$ cat src/rtl/loader_pkg.sv
package loader_pkg;

  localparam int STATUS_W = 8;
  localparam logic [STATUS_W-1:0] STATUS_OK    = 8'h00;
  localparam logic [STATUS_W-1:0] STATUS_PARAM = 8'hF4;

  typedef enum logic [2:0] {
    ST_IDLE,
    ST_FETCH,
    ST_WAIT_RD,
    ST_PUT,
    ST_WAIT_PUT,
    ST_DONE
  } loadState_t;

  // Strobes from control to datapath
  typedef struct packed {
    logic load;        // capture command, preset result to parameter error
    logic grabEntry;   // latch returned read data
    logic step;        // advance to next entry / page
    logic finishOk;    // all entries written
    logic finishFail;  // put returned an error
  } loadStrobe_t;

endpackage

$ cat src/rtl/loader_ctrl.sv
module loader_ctrl
  import loader_pkg::*;
(
  input  logic        clk,
  input  logic        rstN,
  input  logic        cmdStart,
  input  logic        cmdBad,
  input  logic        lastEntry,
  input  logic        putFail,
  input  logic        rdValid,
  input  logic        putDone,
  output loadStrobe_t strobe,
  output logic        rdReq,
  output logic        putReq,
  output logic        busy,
  output logic        doneValid
);

  loadState_t state, stateNext;

  always_ff @(posedge clk) begin
    if (!rstN) state <= ST_IDLE;
    else       state <= stateNext;
  end

  always_comb begin
    stateNext = state;
    strobe    = '0;
    unique case (state)
      ST_IDLE: begin
        if (cmdStart) begin
          strobe.load = 1'b1;
          stateNext   = cmdBad ? ST_DONE : ST_FETCH;
        end
      end
      ST_FETCH:   stateNext = ST_WAIT_RD;
      ST_WAIT_RD: begin
        if (rdValid) begin
          strobe.grabEntry = 1'b1;
          stateNext        = ST_PUT;
        end
      end
      ST_PUT:     stateNext = ST_WAIT_PUT;
      ST_WAIT_PUT: begin
        if (putDone) begin
          if (putFail) begin
            strobe.finishFail = 1'b1;
            stateNext         = ST_DONE;
          end else if (lastEntry) begin
            strobe.finishOk = 1'b1;
            stateNext       = ST_DONE;
          end else begin
            strobe.step = 1'b1;
            stateNext   = ST_FETCH;
          end
        end
      end
      ST_DONE:    stateNext = ST_IDLE;
      default:    stateNext = ST_IDLE;
    endcase
  end

  assign rdReq     = (state == ST_FETCH);
  assign putReq    = (state == ST_PUT);
  assign doneValid = (state == ST_DONE);
  assign busy      = (state != ST_IDLE);

endmodule

$ cat src/rtl/loader_dp.sv
module loader_dp
  import loader_pkg::*;
#(
  parameter int ADDR_W          = 48,
  parameter int ENTRY_W         = 64,
  parameter int CNT_W           = 16,
  parameter int MAX_PAGES       = 512,
  parameter int PAGE_SHIFT      = 12,
  parameter int LIST_ALIGN_BITS = 12,
  parameter int IDX_W           = $clog2(MAX_PAGES)
)(
  input  logic                clk,
  input  logic                rstN,
  input  loadStrobe_t         strobe,
  input  logic                tableMatch,
  input  logic [ADDR_W-1:0]   ioAddr,
  input  logic [ADDR_W-1:0]   listBase,
  input  logic [CNT_W-1:0]    pageCount,
  input  logic [ENTRY_W-1:0]  rdData,
  input  logic [STATUS_W-1:0] putStatus,
  output logic                cmdBad,
  output logic                lastEntry,
  output logic                putFail,
  output logic [ADDR_W-1:0]   rdAddr,
  output logic [ADDR_W-1:0]   putAddr,
  output logic [ENTRY_W-1:0]  putEntry,
  output logic [STATUS_W-1:0] status,
  output logic [IDX_W-1:0]    lastIndex
);

  localparam int CNTR_W = $clog2(MAX_PAGES + 1);
  localparam logic [ADDR_W-1:0] PAGE_STEP  = ADDR_W'(1) << PAGE_SHIFT;
  localparam logic [ADDR_W-1:0] PAGE_MASK  = ~(PAGE_STEP - ADDR_W'(1));
  localparam logic [ADDR_W-1:0] ENTRY_STEP = ADDR_W'(ENTRY_W / 8);
  localparam logic [ADDR_W-1:0] PERM_CLR   = ~ADDR_W'(3);

  logic [ADDR_W-1:0]  ioCur, listPtr;
  logic [ENTRY_W-1:0] entryReg;
  logic [IDX_W-1:0]   idx;
  logic [CNTR_W-1:0]  cntReg;

  // Up-front validation from raw command inputs
  always_comb begin
    cmdBad = !tableMatch
           || (pageCount > CNT_W'(MAX_PAGES))
           || (pageCount == '0)
           || (|listBase[LIST_ALIGN_BITS-1:0]);
  end

  assign lastEntry = (CNTR_W'(idx) + CNTR_W'(1)) == cntReg;
  assign putFail   = (putStatus != STATUS_OK);

  always_ff @(posedge clk) begin
    if (!rstN) begin
      ioCur     <= '0;
      listPtr   <= '0;
      entryReg  <= '0;
      idx       <= '0;
      cntReg    <= '0;
      status    <= STATUS_OK;
      lastIndex <= '0;
    end else begin
      if (strobe.load) begin
        ioCur     <= ioAddr & PAGE_MASK;
        listPtr   <= listBase & PERM_CLR;
        idx       <= '0;
        cntReg    <= pageCount[CNTR_W-1:0];
        status    <= STATUS_PARAM;
        lastIndex <= '0;
      end
      if (strobe.grabEntry) entryReg <= rdData;
      if (strobe.step) begin
        idx     <= idx + IDX_W'(1);
        ioCur   <= ioCur + PAGE_STEP;
        listPtr <= listPtr + ENTRY_STEP;
      end
      if (strobe.finishOk) begin
        status    <= STATUS_OK;
        lastIndex <= idx;
      end
      if (strobe.finishFail) begin
        status    <= putStatus;
        lastIndex <= (idx == '0) ? '0 : idx - IDX_W'(1);
      end
    end
  end

  assign rdAddr   = listPtr;
  assign putAddr  = ioCur;
  assign putEntry = entryReg;

endmodule

$ cat src/rtl/indirect_list_loader.sv
module indirect_list_loader
  import loader_pkg::*;
#(
  parameter int ADDR_W          = 48,
  parameter int ENTRY_W         = 64,
  parameter int CNT_W           = 16,
  parameter int MAX_PAGES       = 512,
  parameter int PAGE_SHIFT      = 12,
  parameter int LIST_ALIGN_BITS = 12,
  localparam int IDX_W          = $clog2(MAX_PAGES)
)(
  input  logic                clk,
  input  logic                rstN,
  input  logic                cmdStart,
  input  logic                tableMatch,
  input  logic [ADDR_W-1:0]   ioAddr,
  input  logic [ADDR_W-1:0]   listBase,
  input  logic [CNT_W-1:0]    pageCount,
  output logic                busy,
  output logic                doneValid,
  output logic [STATUS_W-1:0] status,
  output logic [IDX_W-1:0]    lastIndex,
  output logic                rdReq,
  output logic [ADDR_W-1:0]   rdAddr,
  input  logic                rdValid,
  input  logic [ENTRY_W-1:0]  rdData,
  output logic                putReq,
  output logic [ADDR_W-1:0]   putAddr,
  output logic [ENTRY_W-1:0]  putEntry,
  input  logic                putDone,
  input  logic [STATUS_W-1:0] putStatus
);

  loadStrobe_t strobe;
  logic cmdBad, lastEntry, putFail;

  loader_ctrl u_ctrl (
    .clk       (clk),
    .rstN      (rstN),
    .cmdStart  (cmdStart),
    .cmdBad    (cmdBad),
    .lastEntry (lastEntry),
    .putFail   (putFail),
    .rdValid   (rdValid),
    .putDone   (putDone),
    .strobe    (strobe),
    .rdReq     (rdReq),
    .putReq    (putReq),
    .busy      (busy),
    .doneValid (doneValid)
  );

  loader_dp #(
    .ADDR_W          (ADDR_W),
    .ENTRY_W         (ENTRY_W),
    .CNT_W           (CNT_W),
    .MAX_PAGES       (MAX_PAGES),
    .PAGE_SHIFT      (PAGE_SHIFT),
    .LIST_ALIGN_BITS (LIST_ALIGN_BITS),
    .IDX_W           (IDX_W)
  ) u_dp (
    .clk        (clk),
    .rstN       (rstN),
    .strobe     (strobe),
    .tableMatch (tableMatch),
    .ioAddr     (ioAddr),
    .listBase   (listBase),
    .pageCount  (pageCount),
    .rdData     (rdData),
    .putStatus  (putStatus),
    .cmdBad     (cmdBad),
    .lastEntry  (lastEntry),
    .putFail    (putFail),
    .rdAddr     (rdAddr),
    .putAddr    (putAddr),
    .putEntry   (putEntry),
    .status     (status),
    .lastIndex  (lastIndex)
  );

endmodule

$ cat config.mk
export PLATFORM = sky130hd
export DESIGN_NAME = indirect_list_loader
export DESIGN_NICKNAME = d
export VERILOG_FILES = /design/src/rtl/loader_pkg.sv /design/src/rtl/loader_ctrl.sv /design/src/rtl/loader_dp.sv /design/src/rtl/indirect_list_loader.sv
export SDC_FILE = /design/constraint.sdc
export NUM_CORES = 1
export LEC_CHECK = 0
export BUFFER_PORTS_ARGS = -buffer_cell sky130_fd_sc_hd__buf_2
export CAP_MARGIN = 20
export CORE_AREA = 2 2 145 147
export CTS_BUF_LIST = sky130_fd_sc_hd__clkbuf_4 sky130_fd_sc_hd__clkbuf_8
export CTS_CLUSTER_SIZE = 16
export DETAILED_ROUTE_END_ITERATION = 8
export DIE_AREA = 0 0 147 149
export MAX_ROUTING_LAYER = met4
export PLACE_DENSITY = 0.78
export SETUP_SLACK_MARGIN = 0.1
export SLEW_MARGIN = 20
export SYNTH_ARGS = -nofsm -noshare
export SYNTH_HDL_FRONTEND = slang
export SYNTH_SLANG_ARGS = --single-unit
$ cat constraint.sdc
create_clock -name clk -period 3.7 [get_ports clk]
set_input_delay 0.74 -clock clk [delete_from_list [all_inputs] [get_ports clk]]
set_output_delay 0.74 -clock clk [all_outputs]
set_load 0.03 [all_outputs]
Yosys cells after proc, flatten, opt, wreduce, memory -nomap -nowiden. Cells that the tools add are included.

Equality and inequality tests: 9. Reductions and logical operators: 13. Add/subtract/negate cells: 5. Order comparisons: 1. Mux-type cells: 29.

Operators with widths (count): 48-bit two-way mux (4); 48-bit by 13-bit adder with 48-bit output, second input constant (1); 48-bit by 4-bit adder with 48-bit output, second input constant (1); 9-bit two-way mux (5); 3-bit two-way mux (8); 8-bit two-way mux (3); 16-bit by 10-bit > comparator with 1-bit output, second input constant (1); 16-bit logical NOT (1); 3-bit case mux with 5 select lines (1); 12-bit OR reduction (1); 9-bit by 1-bit adder with 10-bit output, second input constant (1); 10-bit == test (1); 9-bit by 1-bit adder with 9-bit output, second input constant (1); 9-bit logical NOT (1); 9-bit by 1-bit subtractor with 9-bit output, second input constant (1); 8-bit nonzero test (1); 1-bit two-way mux (7); 3-bit by 2-bit == test with 1-bit output, second input constant (2); 3-bit == test, second input constant (2); 2-bit != test, second input constant (3); 3-bit nonzero test (2); 3-bit by 1-bit == test with 1-bit output, second input constant (1); 3-bit logical NOT (1); 1-bit logical OR (3); 4 further kinds (4).

Logic and storage cells: 65. Bits in registers: 199.

Depth between registers and ports, before layout. Gate-level depths: netlist of run 1.

Depth in word-level cells: 8. Gate-level depth with buffers: 12. Gate-level depth less buffers: 9.

By module. From an unflattened synthesis of run 1, not the netlist that was laid out.

Cell total of the unflattened synthesis: 1145. Area total of the unflattened synthesis: 9497.9 um2.

By module, submodules not included: loader_dp (cells an instance 1114, times used 1, area an instance 9212.6 um2, seq. area each 3643.5 um2); loader_ctrl (cells an instance 31, times used 1, area an instance 285.3 um2, seq. area each 60.1 um2).

Worst setup path after synthesis of run 1. OpenSTA, ideal clock, no wires.

Kind: input -> register. Start: in putStatus[5]. End: reg u_dp.ioCur[40] (netlist: u_dp.putAddr[40]). Path buffers: 0. Arrival time: 2.848 ns. Stages on the path: 6. Library setup time: 0.074 ns. Data required time: 3.626 ns. Path slack: 0.777 ns. Path through: or4_1 nor2_1 nand2_1 a2111oi_4 or3b_1 a31oi_1.

Word-level cells in the longest chain between the ends: 5. Elaborated cells on any way between the ends: 6. Those cells by class: 4 x mux; 2 x reduce/logical.

Ends and longest elaborated chain: start, declared (line indirect_list_loader.sv:31) `input logic [STATUS_W-1:0] putStatus`; 8-bit nonzero test (*) (line loader_dp.sv:51) `assign putFail = (putStatus != STATUS_OK);`; 2-bit two-way mux (*) (line loader_ctrl.sv:46) `if (putFail) begin`; 3-bit two-way mux (*) (line loader_ctrl.sv:45) `if (putDone) begin`; 3-bit two-way mux (*) (line loader_ctrl.sv:29) `unique case (state)`; 48-bit two-way mux or 2-bit nonzero test (tied branches); end signal, assigned (line loader_dp.sv:64) `ioCur <= ioAddr & PAGE_MASK;`; end signal, assigned (line loader_dp.sv:74) `ioCur <= ioCur + PAGE_STEP;`; end, declared (line loader_dp.sv:37) `logic [ADDR_W-1:0] ioCur, listPtr;`.

Every way passes the cells marked *; elsewhere a longest branch is shown, timed or not. A chain may end at the register's enable or synchronous reset.

Final worst setup path of run 1.
Start: reg u_dp.idx[4]. End: reg u_dp.status[5].

Word-level cells in the longest chain between the ends: 8. Elaborated cells on any way between the ends: 9. Those cells by class: 1 x add/sub; 1 x eq/ne; 6 x mux; 1 x reduce/logical.

Ends and longest elaborated chain: start, declared (line loader_dp.sv:39) `logic [IDX_W-1:0] idx;`; start signal, assigned (line loader_dp.sv:73) `idx <= idx + IDX_W'(1);`; 9-bit by 1-bit adder with 10-bit output (*) (line loader_dp.sv:50) `assign lastEntry = (CNTR_W'(idx) + CNTR_W'(1)) == cntReg;`; 10-bit == test (*) (line loader_dp.sv:50); 1-bit two-way mux (*) (line loader_ctrl.sv:49) `end else if (lastEntry) begin`; 2-bit two-way mux (*) (line loader_ctrl.sv:46); 3-bit two-way mux (*) (line loader_ctrl.sv:45); 3-bit two-way mux (*) (line loader_ctrl.sv:29); 8-bit two-way mux (line loader_dp.sv:77) `if (strobe.finishOk) begin`; 8-bit two-way mux (line loader_dp.sv:81) `if (strobe.finishFail) begin`; end signal, assigned (line loader_dp.sv:82) `status <= putStatus;`; end, declared (line loader_dp.sv:27) `output logic [STATUS_W-1:0] status,`.

Marked as above.

==> flow_summary_export.csv, run 1 <==
group,metric,value,unit
status,status,"completed",
sta,max_slew_margin,0.432,
place,place.gp.congestion,0.920,
synthesis,avgSynthCellArea,7.68,µm²
synthesis,ys_ff_latch,185,
sta,worst_pin_slew,0.840,ns
sta,fmax,295,MHz
layout,area_growth,23.8,%
setup_path,worstSetupStartpoint,"u_dp.idx[4]",
floorplan,initial_core_util,0.466,
layout,nets,1737,
routing,ant_nets,0,
synthesis,ys_types,75,
layout,layout_common_cells,"344 x buf_2, 290 x nand2_1, 185 x dfxtp_1",
global_route,globalRouteOverflowTotal,0,
routing,drt-initial-drc-count,1078,
cts,clk_path_buf_depth,2,
hold_path,hold_path.class,"reg2reg",
sta,maxSlewViolCount,0,
power,irDropWorstVdd,0.287,mV
setup_path,critPathCaptureType,"register",
sta,skew,0.0229,ns
cts,clockRootBuffer,"clkbuf_8",
place,hpwl,23300,µm
cts,cts_sinks,185,
cts,ctsResizeCount,0,
layout,drive_gt1_frac,0.273,
routing,drc,0,
setup_path,required,4.05,ns
global_route,antenna_found_initial,3,
cts,cts-buffers-inserted,17,
sta,rsz0062_at_grt,"false",
cts,worstSkewPairLatency,0.49,ns
sta,setup_tns,0,ns
power,power_density,529,nW/µm²
setup_path,crit_fanout,13,
routing,vias_per_cell,5.88,
synthesis,postSynthCellCount,1249,
sta,worst_slack,0.310,ns
floorplan,die_h,149,µm
setup_path,start_kind,"register",
floorplan,die_area,21900,µm²
routing,vias,10800,
layout,fill_cells,1943,
cts,cts-htree-levels,4,
global_route,grt_pass1_vias,9802,
global_route,grtUsageTotal,0.292,
place,dpl_cell_area,11400,µm²
floorplan,io-pin-count,371,
run,cap_viol_max_count,0,
synthesis,ys_seq_area_frac,0.386,
sta,layout_min_cycle_time,3.39,ns
setup_path,r2r-start,"u_dp.idx[4]",
floorplan,core-area,20600,µm²
place,pre_cts_slack,0.376,ns
synthesis,synth_warnings,0,
global_route,grt_pass1_wl,50500,µm
layout,layout_commonest_cell,"buf_2",
synthesis,synth_edf_count,0,
power,power.leakage,0.00474,µW
cts,postCtsSetupBuffers,0,
synthesis,ys.flop_type,"dfxtp_1",
sta,finalHoldViolations,0,
routing,routed_wirelength,32600,µm
synthesis,synth_area,9590,µm²
synthesis,async_reset_ff_frac,0,
place,portBuffers,344,
floorplan,rows,53,
setup_path,critPathArrivalTime,3.74,ns
setup_path,path_class,"reg2reg",
cts,path_clk_slew,0.11,ns
sta,post-route-period-util,0.916,
routing,routedWlPerCell,17.8,µm
cts,tritoncts,"yes",
floorplan,die_w,147,µm
global_route,grt_max_degree,109,
routing,dr.pass1.iters,5,
hold_path,hold_start,"u_dp.putEntry[49]",
sta,setup_violations,0,
cts,hold_buffers,0,
layout,design_area,11900,µm²
-- worst max-delay path: stages (launching register included) --
cell and delay, ns:
dfxtp_1 0.62, nand3_1 0.31, o31a_1 0.38, nor4b_1 0.70
or3_1 0.49, nand2_2 0.24, a21oi_1 0.36, o21ai_0 0.15
-- report_power, final --
| group | switching, µW | internal (µW) |
|---|---|---|
| clock | 913 | 533 |
| sequential | 348 | 2280 |
| combinational | 1520 | 680 |
| total | 2780 | 3500 |
-- synthesized netlist by cell type (4+ instances only) --
library cell / number / area share
buf_4: 19 / 0.015
a2bb2oi_1: 5 / 0.0046
o41ai_1: 5 / 0.0046
nor3_1: 14 / 0.0073
nand4b_1: 5 / 0.0046
buf_6: 7 / 0.0082
a31oi_1: 59 / 0.038
nor2_1: 34 / 0.013
nor3b_1: 4 / 0.0031
nor4b_1: 8 / 0.0073
nand2b_1: 8 / 0.0052
buf_2: 5 / 0.0026
nand4_1: 24 / 0.016
a22o_1: 5 / 0.0046
ha_1: 4 / 0.0052
o311ai_0: 20 / 0.018
a21oi_1: 123 / 0.064
clkbuf_1: 76 / 0.030
nand3_1: 62 / 0.032
o211ai_1: 31 / 0.024
a22oi_1: 6 / 0.0047
or4_1: 32 / 0.025
dfxtp_1: 185 / 0.39
xnor2_1: 13 / 0.012
and3_1: 19 / 0.012
and2_1: 5 / 0.0033
o21a_1: 7 / 0.0055
and4_1: 7 / 0.0064
inv_1: 19 / 0.0074
o21ai_0: 36 / 0.019
nor4_1: 17 / 0.011
or3_1: 20 / 0.013
o31a_1: 6 / 0.0055
nand2_1: 291 / 0.11
o2bb2ai_1: 4 / 0.0037
-- final timing paths --
kind / slack [ns] / cells past startpoint / endpoint
worst max register to register: 0.31 / 7 / u_dp.status[5]
worst max-delay path: 0.31 / 7 / u_dp.status[5]
worst min-delay path: 0.46 / 2 / u_dp.putEntry[49]
worst min register to register: 0.46 / 2 / u_dp.putEntry[49]
-- stage by stage --
| stage | hold WS, ns | std cells | util | total power, µW |
|---|---|---|---|---|
| 2_1_floorplan | 0.448 | 1262 | - | 4110 |
| 3_3_place_gp | 0.438 | 1799 | 0.556 | 4800 |
| 3_5_place_dp | 0.443 | 1799 | 0.556 | 4850 |
| 4_1_cts | 0.454 | 1831 | 0.577 | 6280 |
| 5_1_grt | 0.457 | 1834 | 0.577 | 6590 |
| 6_report | 0.457 | 1834 | 0.577 | 6280 |
-- kinds of logic (layout without fill, tap and decap cells) --
logic type	count (synthesis)	count (layout)	synth area share
compound gates	347	347	0.241
xor+xnor	16	16	0.0146
fa+ha+maj	4	4	0.00522
buf+inv	128	422	0.0637
flops	185	185	0.386
other cells	1	17	0.000391
simple gates	568	568	0.289
-- flip-flops by register name (all words and copies together) (netlist names) --
name	count
u_dp.idx	9
u_dp.rdAddr	46
u_dp.status	8
u_dp.cntReg	10
u_dp.lastIndex	9
u_ctrl.state	3
u_dp.putEntry	64
u_dp.putAddr	36
-- layout make-up --
type | instances | area [µm²] | area share
diodes | 3 | 7.51 | 0.000632
clock buffers | 17 | 234 | 0.0197
clock inverters | 15 | 199 | 0.0168
inverters | 19 | 73.8 | 0.00622
multi-input cells | 949 | 5350 | 0.450
flip-flops and latches | 185 | 3700 | 0.312
well taps | 275 | 344 | 0.0290
repair buffers | 371 | 1960 | 0.165
-- per-layer routing --
layer / GRT usage / wire length, µm / part of all wire
met1: 0.358 / 13200 / 0.41
met2: 0.479 / 15500 / 0.48
met3: 0.0587 / 2590 / 0.080
met4: 0.106 / 1240 / 0.038
met5: - / 0 / 0
(Power assumes the default switching activity.)
==> run 2: changes to the inputs <==
Settings changed: ABC_AREA set to 1, BUFFER_PORTS_ARGS -buffer_cell sky130_fd_sc_hd__buf_2 to not set, CORE_AREA 2 2 145 147 to 2 2 142 144, DIE_AREA 0 0 147 149 to 0 0 144 146, DONT_BUFFER_PORTS set to 1, PLACE_DENSITY 0.78 to 0.71.
==> flow_summary_export.csv, run 2 <==
group,metric,value,unit
cts,tritoncts,"yes",
layout,layout_commonest_cell,"nand2_1",
layout,diodes,0,
setup_path,required,4.08,ns
power,power.leakage,0.00456,µW
cts,cts-buffers-inserted,17,
synthesis,synth_top_area_frac,0.342,
status,status,"completed",
synthesis,synth_area,10800,µm²
routing,dr.pass1.iters,9,
place,place.gp.congestion,0.942,
hold_path,hold_start,"rstN",
setup_path,r2r-start,"u_dp.idx[0]",
synthesis,netlist_top_cells_count,"345 x nand2_1, 306 x inv_1, 238 x nand3_1",
routing,routed_wirelength,31000,µm
layout,nets,1873,
run,cap_viol_max_count,0,
sta,skew,0.0213,ns
place,portBuffers,0,
routing,routedWlPerCell,15.8,µm
synthesis,yosys-top-cells-area,"dfxtp_1 34%, nand2_1 12%, nand3_1 11%",
global_route,grt_max_degree,143,
floorplan,die_w,144,µm
synthesis,synth_warnings,0,
layout,layout_common_cells,"345 x nand2_1, 305 x inv_1, 237 x nand3_1",
routing,drc,0,
synthesis,synth_edf_count,0,
sta,fmax,329,MHz
cts,ctsResizeCount,0,
place,dpl_cell_area,10800,µm²
place,pre_cts_slack,0.713,ns
sta,maxSlewViolCount,0,
synthesis,synth_most_common_cell,"nand2_1",
sta,finalHoldViolations,0,
global_route,globalRouteOverflowTotal,0,
cts,worstSkewPairLatency,0.48,ns
sta,setup_tns,0,ns
synthesis,yosys.area.top_type,"dfxtp_1",
setup_path,crit_fanout,26,
layout,fin_cells,1957,
sta,layout_min_cycle_time,3.03,ns
synthesis,ys_ff_latch,185,
layout,area_growth,3.47,%
layout,largest_reg_flops,64,
routing,ant_nets,0,
floorplan,io-pin-count,371,
sta,rsz0062_at_grt,"false",
setup_path,critPathCaptureType,"register",
cts,hold_buffers,0,
synthesis,async_reset_ff_frac,0,
global_route,antenna_found_initial,0,
power,irDropWorstVdd,0.801,mV
setup_path,critPathArrivalTime,3.41,ns
sta,post-route-period-util,0.820,
floorplan,rows,51,
cts,clockRootBuffer,"clkbuf_8",
synthesis,postSynthCellCount,1751,
place,hpwl,22000,µm
floorplan,die_h,146,µm
synthesis,ys_seq_area_frac,0.342,
routing,vias_per_cell,5.57,
sta,setup_violations,0,
cts,path_clk_slew,0.12,ns
sta,max_slew_margin,0.410,
floorplan,die_area,21000,µm²
floorplan,initial_core_util,0.560,
sta,worst_pin_slew,0.878,ns
cts,postCtsSetupBuffers,0,
routing,drt-initial-drc-count,891,
power,power_density,552,nW/µm²
setup_path,path_class,"reg2reg",
global_route,grtUsageTotal,0.295,
setup_path,worstSetupStartpoint,"u_dp.idx[0]",
sta,worst_slack,0.665,ns
cts,clk_path_buf_depth,2,
synthesis,avgSynthCellArea,6.18,µm²
layout,drive_gt1_frac,0.0378,
setup_path,rr_worst_depth,17,
cts,cts_sinks,185,
setup_path,start_kind,"register",
global_route,grt_pass1_vias,9803,
hold_path,holdPathStages,2,
synthesis,ys_types,34,
global_route,grt_pass1_wl,49200,µm
hold_path,hold_path.class,"in2reg",
floorplan,core-area,19300,µm²
layout,design_area,11200,µm²
synthesis,ys.flop_type,"dfxtp_1",
place,dp_cells,1925,
routing,vias,10900,
cts,cts-htree-levels,4,
-- run 2: power breakdown --
| group | internal, µW | switching, µW |
|---|---|---|
| Combinational | 456 | 1030 |
| Sequential | 2320 | 952 |
| Clock | 530 | 885 |
-- run 2: worst paths after layout --
kind / to / slack (ns)
max: u_dp.rdAddr[5] / 0.67
min: u_dp.putEntry[9] / 0.38
max reg2reg: u_dp.rdAddr[5] / 0.67
min reg2reg: u_dp.cntReg[8] / 0.48
-- run 2: worst max-delay path, stage by stage, from the launching register on --
cell and delay [ns]:
dfxtp_1 0.54, inv_2 0.13, ha_1 0.35, inv_1 0.06, nand2_1 0.05, nand2_1 0.04, nor2_1 0.09, nand3_1 0.08
nor2_1 0.09, nand2_1 0.05, nor2_1 0.23, nand3_4 0.14, nand2_2 0.49, inv_2 0.28, nand2_1 0.12, nand3_1 0.08
nand2_1 0.06, inv_1 0.03
-- run 2: cells by family after synthesis --
group | count (synthesis) | share of synthesized area
AO/OA/AOI/OAI | 225 | 0.106
XOR/XNOR | 8 | 0.00648
adder cells (fa/ha/maj) | 4 | 0.00463
buffers and inverters | 434 | 0.163
flip-flops | 185 | 0.342
other | 1 | 0.000347
AND/OR/NAND/NOR | 894 | 0.377
-- run 2: through the flow --
stage / total power [µW] / hold slack (ns) / util
final: 6180 / 0.382 / 0.579
after CTS: 6210 / 0.335 / 0.579
after global routing: 6550 / 0.355 / 0.579
after global placement: 4750 / 0.459 / 0.557
after detailed placement: 4800 / 0.464 / 0.557
after floorplan: 4420 / 0.444 / -
-- run 2: area by class of cell --
cell class,count,area [µm²]
clock buffer,18,241
fill,1939,8140
sequential,185,3700
timing repair buffer,11,120
inverter,319,1200
multi-input combinational,1145,5420
clock inverter,14,175
tap,265,332
-- run 2: routing by layer --
layer	GRT usage	routed length, µm	vias to the layer above
met2	0.472	14600	491
met4	0.122	1120	0
met3	0.0642	2570	71
met5	-	0	-
met1	0.360	12700	4866
li1	-	-	5467
==> run 3: changes to the inputs <==
Settings changed: ABC_AREA 1 to 0, CORE_AREA 2 2 142 144 to 2 2 143 145, DIE_AREA 0 0 144 146 to 0 0 145 147, PLACE_DENSITY 0.71 to not set.
Clock period 3.7 ns to 3 ns, I/O delays scaled along.
==> flow_summary_export.csv, run 3 (synthesis gave the netlist of run 1 again) <==
group,metric,value,unit
status,status,"completed",
setup_path,reg2reg_slack,0.17,ns
global_route,globalRouteOverflowTotal,0,
global_route,grt_pass1_wl,49400,µm
global_route,grt_max_degree,108,
routing,vias_per_cell,6.23,
layout,fill_cells,1895,
setup_path,required,3.43,ns
hold_path,hold_end,"u_dp.putEntry[41]",
routing,vias,9763,
hold_path,hold_path.class,"in2reg",
floorplan,die_w,145,µm
layout,layout_commonest_cell,"nand2_1",
floorplan,initial_core_util,0.483,
floorplan,core-area,19800,µm²
power,power.leakage,0.00363,µW
layout,largest_reg_flops,64,
sta,maxSlewViolCount,0,
setup_path,critPathArrivalTime,3.26,ns
cts,hold_buffers,0,
sta,rsz0062_at_grt,"false",
setup_path,rr_worst_depth,9,
layout,drive_gt1_frac,0.142,
hold_path,hold_start,"rdData[41]",
routing,routed_wirelength,33300,µm
routing,ant_nets,0,
setup_path,worstReg2RegEnd,"u_dp.putAddr[40]",
routing,dr.pass1.iters,7,
setup_path,crit_fanout,9,
sta,finalHoldViolations,0,
floorplan,rows,52,
place,place.gp.congestion,0.859,
sta,post-route-period-util,0.943,
cts,clockRootBuffer,"clkbuf_8",
sta,layout_min_cycle_time,2.83,ns
power,finalPower,7610,µW
cts,cts-htree-levels,4,
floorplan,io-pin-count,371,
cts,cts_sinks,185,
routing,drt-initial-drc-count,694,
routing,routedWlPerCell,21.2,µm
cts,path_clk_slew,0.12,ns
global_route,antenna_found_initial,2,
cts,clk_path_buf_depth,2,
sta,worst_pin_slew,0.920,ns
setup_path,critPathCaptureType,"register",
setup_path,path_class,"reg2reg",
global_route,grt_pass1_vias,8762,
hold_path,holdPathStages,2,
routing,drc,0,
sta,max_slew_margin,0.386,
sta,setup_violations,0,
cts,cts-buffers-inserted,17,
power,power_density,693,nW/µm²
floorplan,die_area,21300,µm²
place,hpwl,22900,µm
cts,worstSkewPairLatency,0.49,ns
power,irDropWorstVdd,0.331,mV
layout,area_growth,14.5,%
cts,tritoncts,"yes",
run,cap_viol_max_count,0,
sta,skew,0.0248,ns
layout,layout_common_cells,"290 x nand2_1, 180 x dfxtp_1, 122 x a21oi_1",
sta,fmax,353,MHz
floorplan,die_h,147,µm
setup_path,start_kind,"register",
sta,setup_tns,0,ns
setup_path,r2r-start,"u_dp.idx[0]",
global_route,grtUsageTotal,0.298,
layout,nets,1476,
place,portBuffers,0,
run 3: final cells by class:
cell class,instances,area (µm²),share of cell area
Inverter,19,73.8,0.00672
Tap cell,270,338,0.0308
Clock inverter,14,160,0.0146
Antenna cell,2,5.00,0.000456
Clock buffer,18,248,0.0226
Timing Repair Buffer,109,961,0.0875
Sequential cell,185,3710,0.338
Multi-Input combinational cell,950,5480,0.499
run 3: worst max path at each step:
stage                 from               end  slack, ns
2_1_floorplan  u_dp.idx[1]  u_dp.putAddr[24]       0.21
4_1_cts        u_dp.idx[3]       u_dp.idx[4]       0.09
6_report       u_dp.idx[0]  u_dp.putAddr[40]       0.17
3_3_place_gp   u_dp.idx[6]       u_dp.idx[3]       0.16
3_5_place_dp   u_dp.idx[0]   u_dp.rdAddr[14]        0.1
5_1_grt        u_dp.idx[0]  u_dp.putAddr[32]       0.07
run 3: layer usage:
layer	vias up	wire length, µm	share of wire	GRT usage
met5	-	0	0	-
met4	0	640	0.019	0.0842
met3	39	3050	0.092	0.0873
met2	427	16100	0.48	0.485
met1	4665	13500	0.41	0.360
li1	4632	-	-	-
run 3: stage by stage:
step / hold WS (ns) / setup slack, ns / utilization / std cells / area [µm²]
after floorplan: 0.448 / 0.205 / - / 1262 / 9640
after detailed placement: 0.465 / 0.0960 / 0.516 / 1520 / 10200
after CTS: 0.202 / 0.0920 / 0.537 / 1552 / 10700
after global placement: 0.458 / 0.163 / 0.516 / 1520 / 10200
final: 0.218 / 0.170 / 0.553 / 1567 / 11000
after global routing: 0.196 / 0.0713 / 0.553 / 1567 / 11000
run 3: report_power, final:
part | switching [µW] | internal [µW]
sequential | 712 | 2810
combinational | 1540 | 774
clock | 1110 | 663
run 3: what timing repair did:
item / in CTS / in global routing
gates cloned: 0 / 7
pin swaps: 0 / 9
gates resized for setup: 1 / 29
setup endpoints to repair: 2 / 85
buffers inserted: 0 / 6
run 3: worst max-delay path: stages (launching register included):
cell and delay, ns:
dfxtp_2 0.38, buf_6 0.15, nand2_1 0.16, nor2_1 0.31
o41ai_2 0.16, or3_4 0.46, buf_4 0.20, a2111oi_4 0.39
or3b_1 0.40, a31oi_1 0.16
